[src/rtl/clkbuf_pkg.sv]
`timescale 1ns/1ps
package clkbuf_pkg;
  parameter int unsigned NUM_CH  = 20;
  parameter int unsigned PIN_LO  = 5;
  parameter int unsigned NUM_PIN = 8;
  localparam int unsigned PIN_HI = PIN_LO + NUM_PIN - 1;
endpackage

[src/rtl/clkbuf_pin_sync.sv]
`timescale 1ns/1ps
module clkbuf_pin_sync #(
  parameter int unsigned W = 8
) (
  input  logic         clk_i,
  input  logic         rst_ni,
  input  logic [W-1:0] pin_i,
  output logic [W-1:0] pin_o
);
  logic [W-1:0] meta_q, sync_q;
  logic [1:0]   age_q;

  always_ff @(posedge clk_i or negedge rst_ni) begin
    if (!rst_ni) begin
      meta_q <= '1;
      sync_q <= '1;
      age_q  <= '0;
    end else begin
      meta_q <= pin_i;
      sync_q <= meta_q;
      if (age_q != 2'd3) age_q <= age_q + 2'd1;
    end
  end

  assign pin_o = sync_q;

  assert_sync_lat_R5: assert property (@(posedge clk_i) disable iff (!rst_ni)
    (age_q == 2'd3) |-> (pin_o == $past(pin_i, 2)));
endmodule

[src/rtl/clkbuf_en_select.sv]
`timescale 1ns/1ps
module clkbuf_en_select
  import clkbuf_pkg::*;
#(
  parameter int unsigned N  = NUM_CH,
  parameter int unsigned LO = PIN_LO,
  parameter int unsigned NP = NUM_PIN
) (
  input  logic          serial_mode_i,
  input  logic [N-1:0]  reg_en_i,
  input  logic [NP-1:0] pin_n_i,
  input  logic [N-1:0]  shift_en_i,
  input  logic [N-1:0]  mask_i,
  output logic [N-1:0]  want_o
);
  for (genvar c = 0; c < N; c++) begin : g_ch
    logic reg_ok;
    if (c >= LO && c < LO + NP) begin : g_pin
      assign reg_ok = reg_en_i[c] & ~pin_n_i[c-LO];
    end else begin : g_nopin
      assign reg_ok = reg_en_i[c];
    end
    assign want_o[c] = serial_mode_i ? (mask_i[c] | shift_en_i[c]) : reg_ok;
  end
endmodule

[src/rtl/clkbuf_gate.sv]
`timescale 1ns/1ps
module clkbuf_gate #(
  parameter int unsigned N = 20
) (
  input  logic         clk_i,
  input  logic         rst_ni,
  input  logic [N-1:0] want_i,
  output logic [N-1:0] en_o,
  output logic [N-1:0] clk_gate_o
);
  logic [N-1:0] en_q;

  // capture while clock is low: gate edges never cut a high phase
  always_ff @(negedge clk_i or negedge rst_ni) begin
    if (!rst_ni) en_q <= '0;
    else         en_q <= want_i;
  end

  for (genvar c = 0; c < N; c++) begin : g_and
    assign clk_gate_o[c] = clk_i & en_q[c];
  end

  assign en_o = en_q;
endmodule

[src/rtl/clkbuf_oe_ctrl.sv]
`timescale 1ns/1ps
module clkbuf_oe_ctrl
  import clkbuf_pkg::*;
#(
  parameter int unsigned N  = NUM_CH,
  parameter int unsigned LO = PIN_LO,
  parameter int unsigned NP = NUM_PIN
) (
  input  logic          clk_i,
  input  logic          rst_ni,
  input  logic          pwr_good_i,
  input  logic          pwr_dn_ni,
  input  logic          serial_mode_i,
  input  logic [N-1:0]  reg_en_i,
  input  logic [NP-1:0] hw_oe_ni,
  input  logic [N-1:0]  shift_en_i,
  input  logic [N-1:0]  mask_i,
  output logic [N-1:0]  clk_o,
  output logic [N-1:0]  drive_en_o
);
  logic [NP-1:0] pin_sync;
  logic [N-1:0]  want;
  logic [N-1:0]  gate_en;
  logic [N-1:0]  gated;
  logic          run_ok;

  clkbuf_pin_sync #(.W(NP)) u_sync (
    .clk_i (clk_i),
    .rst_ni(rst_ni),
    .pin_i (hw_oe_ni),
    .pin_o (pin_sync)
  );

  clkbuf_en_select #(.N(N), .LO(LO), .NP(NP)) u_sel (
    .serial_mode_i(serial_mode_i),
    .reg_en_i     (reg_en_i),
    .pin_n_i      (pin_sync),
    .shift_en_i   (shift_en_i),
    .mask_i       (mask_i),
    .want_o       (want)
  );

  clkbuf_gate #(.N(N)) u_gate (
    .clk_i     (clk_i),
    .rst_ni    (rst_ni),
    .want_i    (want),
    .en_o      (gate_en),
    .clk_gate_o(gated)
  );

  // power overrides are combinational: reference clock may be absent
  assign run_ok     = pwr_good_i & pwr_dn_ni;
  assign clk_o      = run_ok ? gated : '0;
  assign drive_en_o = (!pwr_good_i || pwr_dn_ni) ? '1 : '0;

  assert_pg_low_R1: assert property (@(posedge clk_i) disable iff (!rst_ni)
    !pwr_good_i |-> (clk_o == '0 && drive_en_o == '1));

  assert_pd_float_R2: assert property (@(posedge clk_i) disable iff (!rst_ni)
    (pwr_good_i && !pwr_dn_ni) |-> (drive_en_o == '0 && clk_o == '0));

  for (genvar c = 0; c < N; c++) begin : g_chk
    assert_reg_off_R3: assert property (@(negedge clk_i) disable iff (!rst_ni)
      (!serial_mode_i && !reg_en_i[c]) |=> !gate_en[c]);
    assert_mask_force_R6: assert property (@(negedge clk_i) disable iff (!rst_ni)
      (serial_mode_i && mask_i[c]) |=> gate_en[c]);
  end
endmodule

[config.mk]
export PLATFORM = sky130hd
export DESIGN_NAME = clkbuf_oe_ctrl
export DESIGN_NICKNAME = d
export VERILOG_FILES = /design/src/rtl/clkbuf_pkg.sv /design/src/rtl/clkbuf_pin_sync.sv /design/src/rtl/clkbuf_en_select.sv /design/src/rtl/clkbuf_gate.sv /design/src/rtl/clkbuf_oe_ctrl.sv
export SDC_FILE = /design/constraint.sdc
export NUM_CORES = 1
export LEC_CHECK = 0
export BUFFER_PORTS_ARGS = -buffer_cell sky130_fd_sc_hd__clkbuf_2
export CAP_MARGIN = 15
export CORE_AREA = 8 8 76 78
export DETAILED_ROUTE_END_ITERATION = 7
export DIE_AREA = 0 0 84 86
export GPL_TIMING_DRIVEN = 1
export PLACE_DENSITY_LB_ADDON = 0.3
export SLEW_MARGIN = 20
export SYNTH_ARGS = -nofsm -noshare
export SYNTH_HDL_FRONTEND = slang
export SYNTH_SLANG_ARGS = --single-unit
[constraint.sdc]
create_clock -name clk_i -period 1.2 [get_ports clk_i]
set_input_delay 0.3 -clock clk_i [delete_from_list [all_inputs] [get_ports clk_i]]
set_output_delay 0.3 -clock clk_i [all_outputs]
set_load 0.02 [all_outputs]
# After elaboration in Yosys (flattened, before gate mapping)
# Index checks and enable logic that the tools add are counted.
[classes]
n_addsub = 0
multipliers = 0
div_mod_pow = 0
order_cmp = 0
eq_ne = 0
shift = 0
mux = 22
bitwise = 57
n_reduce_logical = 2
[op_table]
columns = ["op", "n"]
rows = [
  ["$mux 20", 2],
  ["$and 1x1->1", 29],
  ["$mux 1", 20],
  ["$or 1x1->1", 20],
  ["$not 1->1", 8],
  ["$logic_not 1->1", 1],
  ["$logic_or 1x1->1", 1],
]
[totals]
reg_bits = 36
latchBits = 0
ramBits = 0
mem_bits_ro = 0
out_inout_bits = 40
word_cells = 84
memories = 0

# Longest topological paths before layout
[depth]
word_depth = 3
ltp_mapped = 3
ltp_nobuf = 2

# Modules after synthesis
# Synthesis repeated with hierarchy kept, for this count alone.
[hier_totals]
hier_cells = 166
hier_area_um2 = 1721.7
[modules_own_cells]
columns = ["module", "n_inst", "cells_per_inst", "area_each_um2"]
rows = [
  ["clkbuf_gate", 1, 42, 661.9],
  ["clkbuf_pin_sync", 1, 16, 420.4],
  ["clkbuf_en_select", 1, 64, 345.3],
  ["clkbuf_oe_ctrl", 1, 44, 294.0],
]

==> results.json <==
{
  "reg2reg_from": "u_sync.pin_o[3]$_DFF_PN1_",
  "synthCells": 143,
  "r2r_cells": 2,
  "violations": "setup timing",
  "crit_end": "clk_o[5]",
  "gp_congestion": 0.773,
  "power_switching_uw": 982,
  "clk_pin_slew_ps": 70,
  "hpwl_mm": 3.01,
  "required_ps": 900,
  "synth_area_leader_cell": "dfrtn_1",
  "cts_tree": "yes",
  "fin_util": 0.573,
  "grt_overflow": 0,
  "dr_total_vias": 1340,
  "drc": 0,
  "stdcell_count": 314,
  "grt_usage": 0.113,
  "hp-class": "in2async",
  "core.rowCount": 25,
  "avgSynthCellArea_um2": 11.1,
  "clk_latency_ps": 400,
  "r2r_end": "u_gate.en_o[8]$_DFF_NN0_",
  "seq_area_frac_synth": 0.583,
  "p_seq_frac": 0.356,
  "hold_violations": 0,
  "tightest_slew_ps": 185,
  "grt_pass1_vias": 1613,
  "nets": 331,
  "dieArea_um2": 7220,
  "grt_start_max_net_pins": 37,
  "start_util": 0.344,
  "die_h_um": 86,
  "arrival_ps": 1630,
  "fin_setup_tns_ps": -16460,
  "worst_setup_path_start_kind": "flop",
  "combPwrFrac": 0.097,
  "placed_cell_area_um2": 2070,
  "design_area_um2": 2640,
  "regArea_um2": 921,
  "dp_cells": 287,
  "p_leak_uw": 0.00130,
  "synthTopCellsByArea": "dfrtn_1, dfstp_2, and2_4",
  "p_per_area_nw_per_um2": 1430,
  "n_fill_cell": 392,
  "p_total_uw": 3760,
  "die_x_um": 84,
  "netSwitchingFraction": 0.261,
  "grt_pass1_wl_mm": 6.38,
  "synth_nets": 216,
  "area_growth_pct": 66.8,
  "io_pins": 113,
  "antenna_left": 0,
  "yosys_warnings": 0,
  "setup_viol_count_final": 60,
  "core-area_um2": 4600,
  "ir_worst_vdd_v": 0.000792,
  "syn_area_um2": 1580,
  "drive_gt1_frac": 0.665,
  "drv_slew": 0,
  "ff2ff_setup_slack_ps": -200,
  "io_buffers": 112,
  "routed_wirelength_mm": 4.11,
  "worstSetupStartpoint": "u_gate.en_o[5]$_DFF_NN0_",
  "setup_ws_ps": -732,
  "p_clk_frac": 0.547,
  "n_antenna_cell": 0,
  "endpoint_kind": "output pin",
  "p_int_uw": 2780,
  "synth.top_cell.area_share": 0.317,
  "finalClockSkew_ps": 25.8,
  "critPathMaxFanout": 1,
  "rsz0062_at_grt": "yes",
  "status": "complete, but fails checks",
  "antenna_found_initial": 0,
  "avgRoutedWirePerCell_um": 13.1,
  "drt_iter0_drc": 34,
  "synth.distinct_cells": 14,
  "crit_type": "reg2out",
  "cap_viol_max_count": 0,
  "multi_input_area_um2": 500,
  "timing.slew.headroom": 0.876,
  "first_pass_iters": 2,
  "vias_per_cell": 4.27,
  "synth_seq_cells": 36
}
power by group through the flow:
stage                     logic, uW  clock network [uW]  registers (uW)
after detailed placement        328                 478            1360
after floorplan                 186                 432            1350
after global placement          324                 478            1350
after global routing            406                2220            1350
final                           366                2050            1340
after CTS                       359                2030            1340
timing repair:
| item | in CTS | in global routing |
|---|---|---|
| endpoints found under the setup margin | 70 | 50 |
| setup buffers | 0 | 3 |
| gates cloned | 3 | 0 |
| pin swaps | 20 | 19 |
| resized for setup | 45 | 36 |
| hold endpoints to repair | 8 | 0 |
| hold buffers | 8 | 0 |
sequential cells by signal, indices dropped and copies added, names as in the netlist:
register	count
u_sync.meta_q	8
u_gate.en_o	20
u_sync.pin_o	8
critical path: stages (launching register included):
cell     delay [ps]
dfrtn_1         390
and2_4          140
buf_8           100
layer usage:
metal,wire [um],track usage,part of all wire
met1,1310,0.0810,0.32
met2,2050,0.150,0.50
met3,611,0.114,0.15
met4,138,0.140,0.034
met5,0,0,0
synth_stat cells:
library cell and n:
buf_2 3, o21ai_1 1, buf_4 20, a21oi_1 12
nor2_1 24, dfstp_2 16, and3_4 1, and2_4 19
nand2b_1 8, o21ai_0 15, dfrtn_1 20, and2_1 1
buf_6 2, or2b_1 1
cells by family after synthesis:
family	after synthesis	share of synthesized area
and+or+nand+nor	54	0.210
AOI/OAI and AO/OA	28	0.0887
buffers and inverters	25	0.119
DFF	36	0.583
placed cells by master, fill, tap and decap left out:
| cell | instances |
|---|---|
| clkbuf_2 | 80 |
| nor2_1 | 24 |
| buf_8 | 24 |
| and2_4 | 20 |
| dfrtn_1 | 20 |
| dfstp_2 | 16 |
| a21oi_1 | 12 |
| buf_2 | 10 |
| clkbuf_8 | 9 |
| o21ai_1 | 8 |
| dlygate4sd3_1 | 8 |
| nand2b_1 | 7 |
| o21ai_0 | 7 |
| buf_4 | 4 |
| or2b_4 | 2 |
| clkbuf_16 | 2 |
| buf_12 | 2 |
| and3_4 | 1 |
| nand2b_4 | 1 |
| o21ai_2 | 1 |
| clkbuf_1 | 1 |
| clkinv_4 | 1 |
through the flow:
stage                     hold WS (ps)  setup WS (ps)
after floorplan                    152           -222
after global placement             346           -352
after detailed placement           347           -355
after CTS                         89.2           -778
after global routing               103           -777
final                             87.4           -732
how the worst min path moves through the flow:
| stage | from | endpoint | slack (ps) | depth (start not counted) |
|---|---|---|---|---|
| floorplan | rst_ni | u_sync.meta_q[0]$_DFF_PN1_ | 150 | 0 |
| global placement | u_sync.meta_q[2]$_DFF_PN1_ | u_sync.pin_o[2]$_DFF_PN1_ | 350 | 0 |
| detailed placement | u_sync.meta_q[4]$_DFF_PN1_ | u_sync.pin_o[4]$_DFF_PN1_ | 350 | 0 |
| CTS | rst_ni | u_sync.pin_o[5]$_DFF_PN1_ | 90 | 2 |
| global route | rst_ni | u_sync.pin_o[0]$_DFF_PN1_ | 100 | 2 |
| finish | rst_ni | u_sync.pin_o[5]$_DFF_PN1_ | 90 | 2 |
final cells by class:
cell class | instances | share of cell area
Timing Repair Buffer | 105 | 0.236
Clock inverter | 1 | 0.00332
Tap cell | 54 | 0.0256
Clock buffer | 35 | 0.196
Multi-Input combinational cell | 83 | 0.190
Sequential cell | 36 | 0.349
Note: power is estimated with default switching activity, not from simulation.
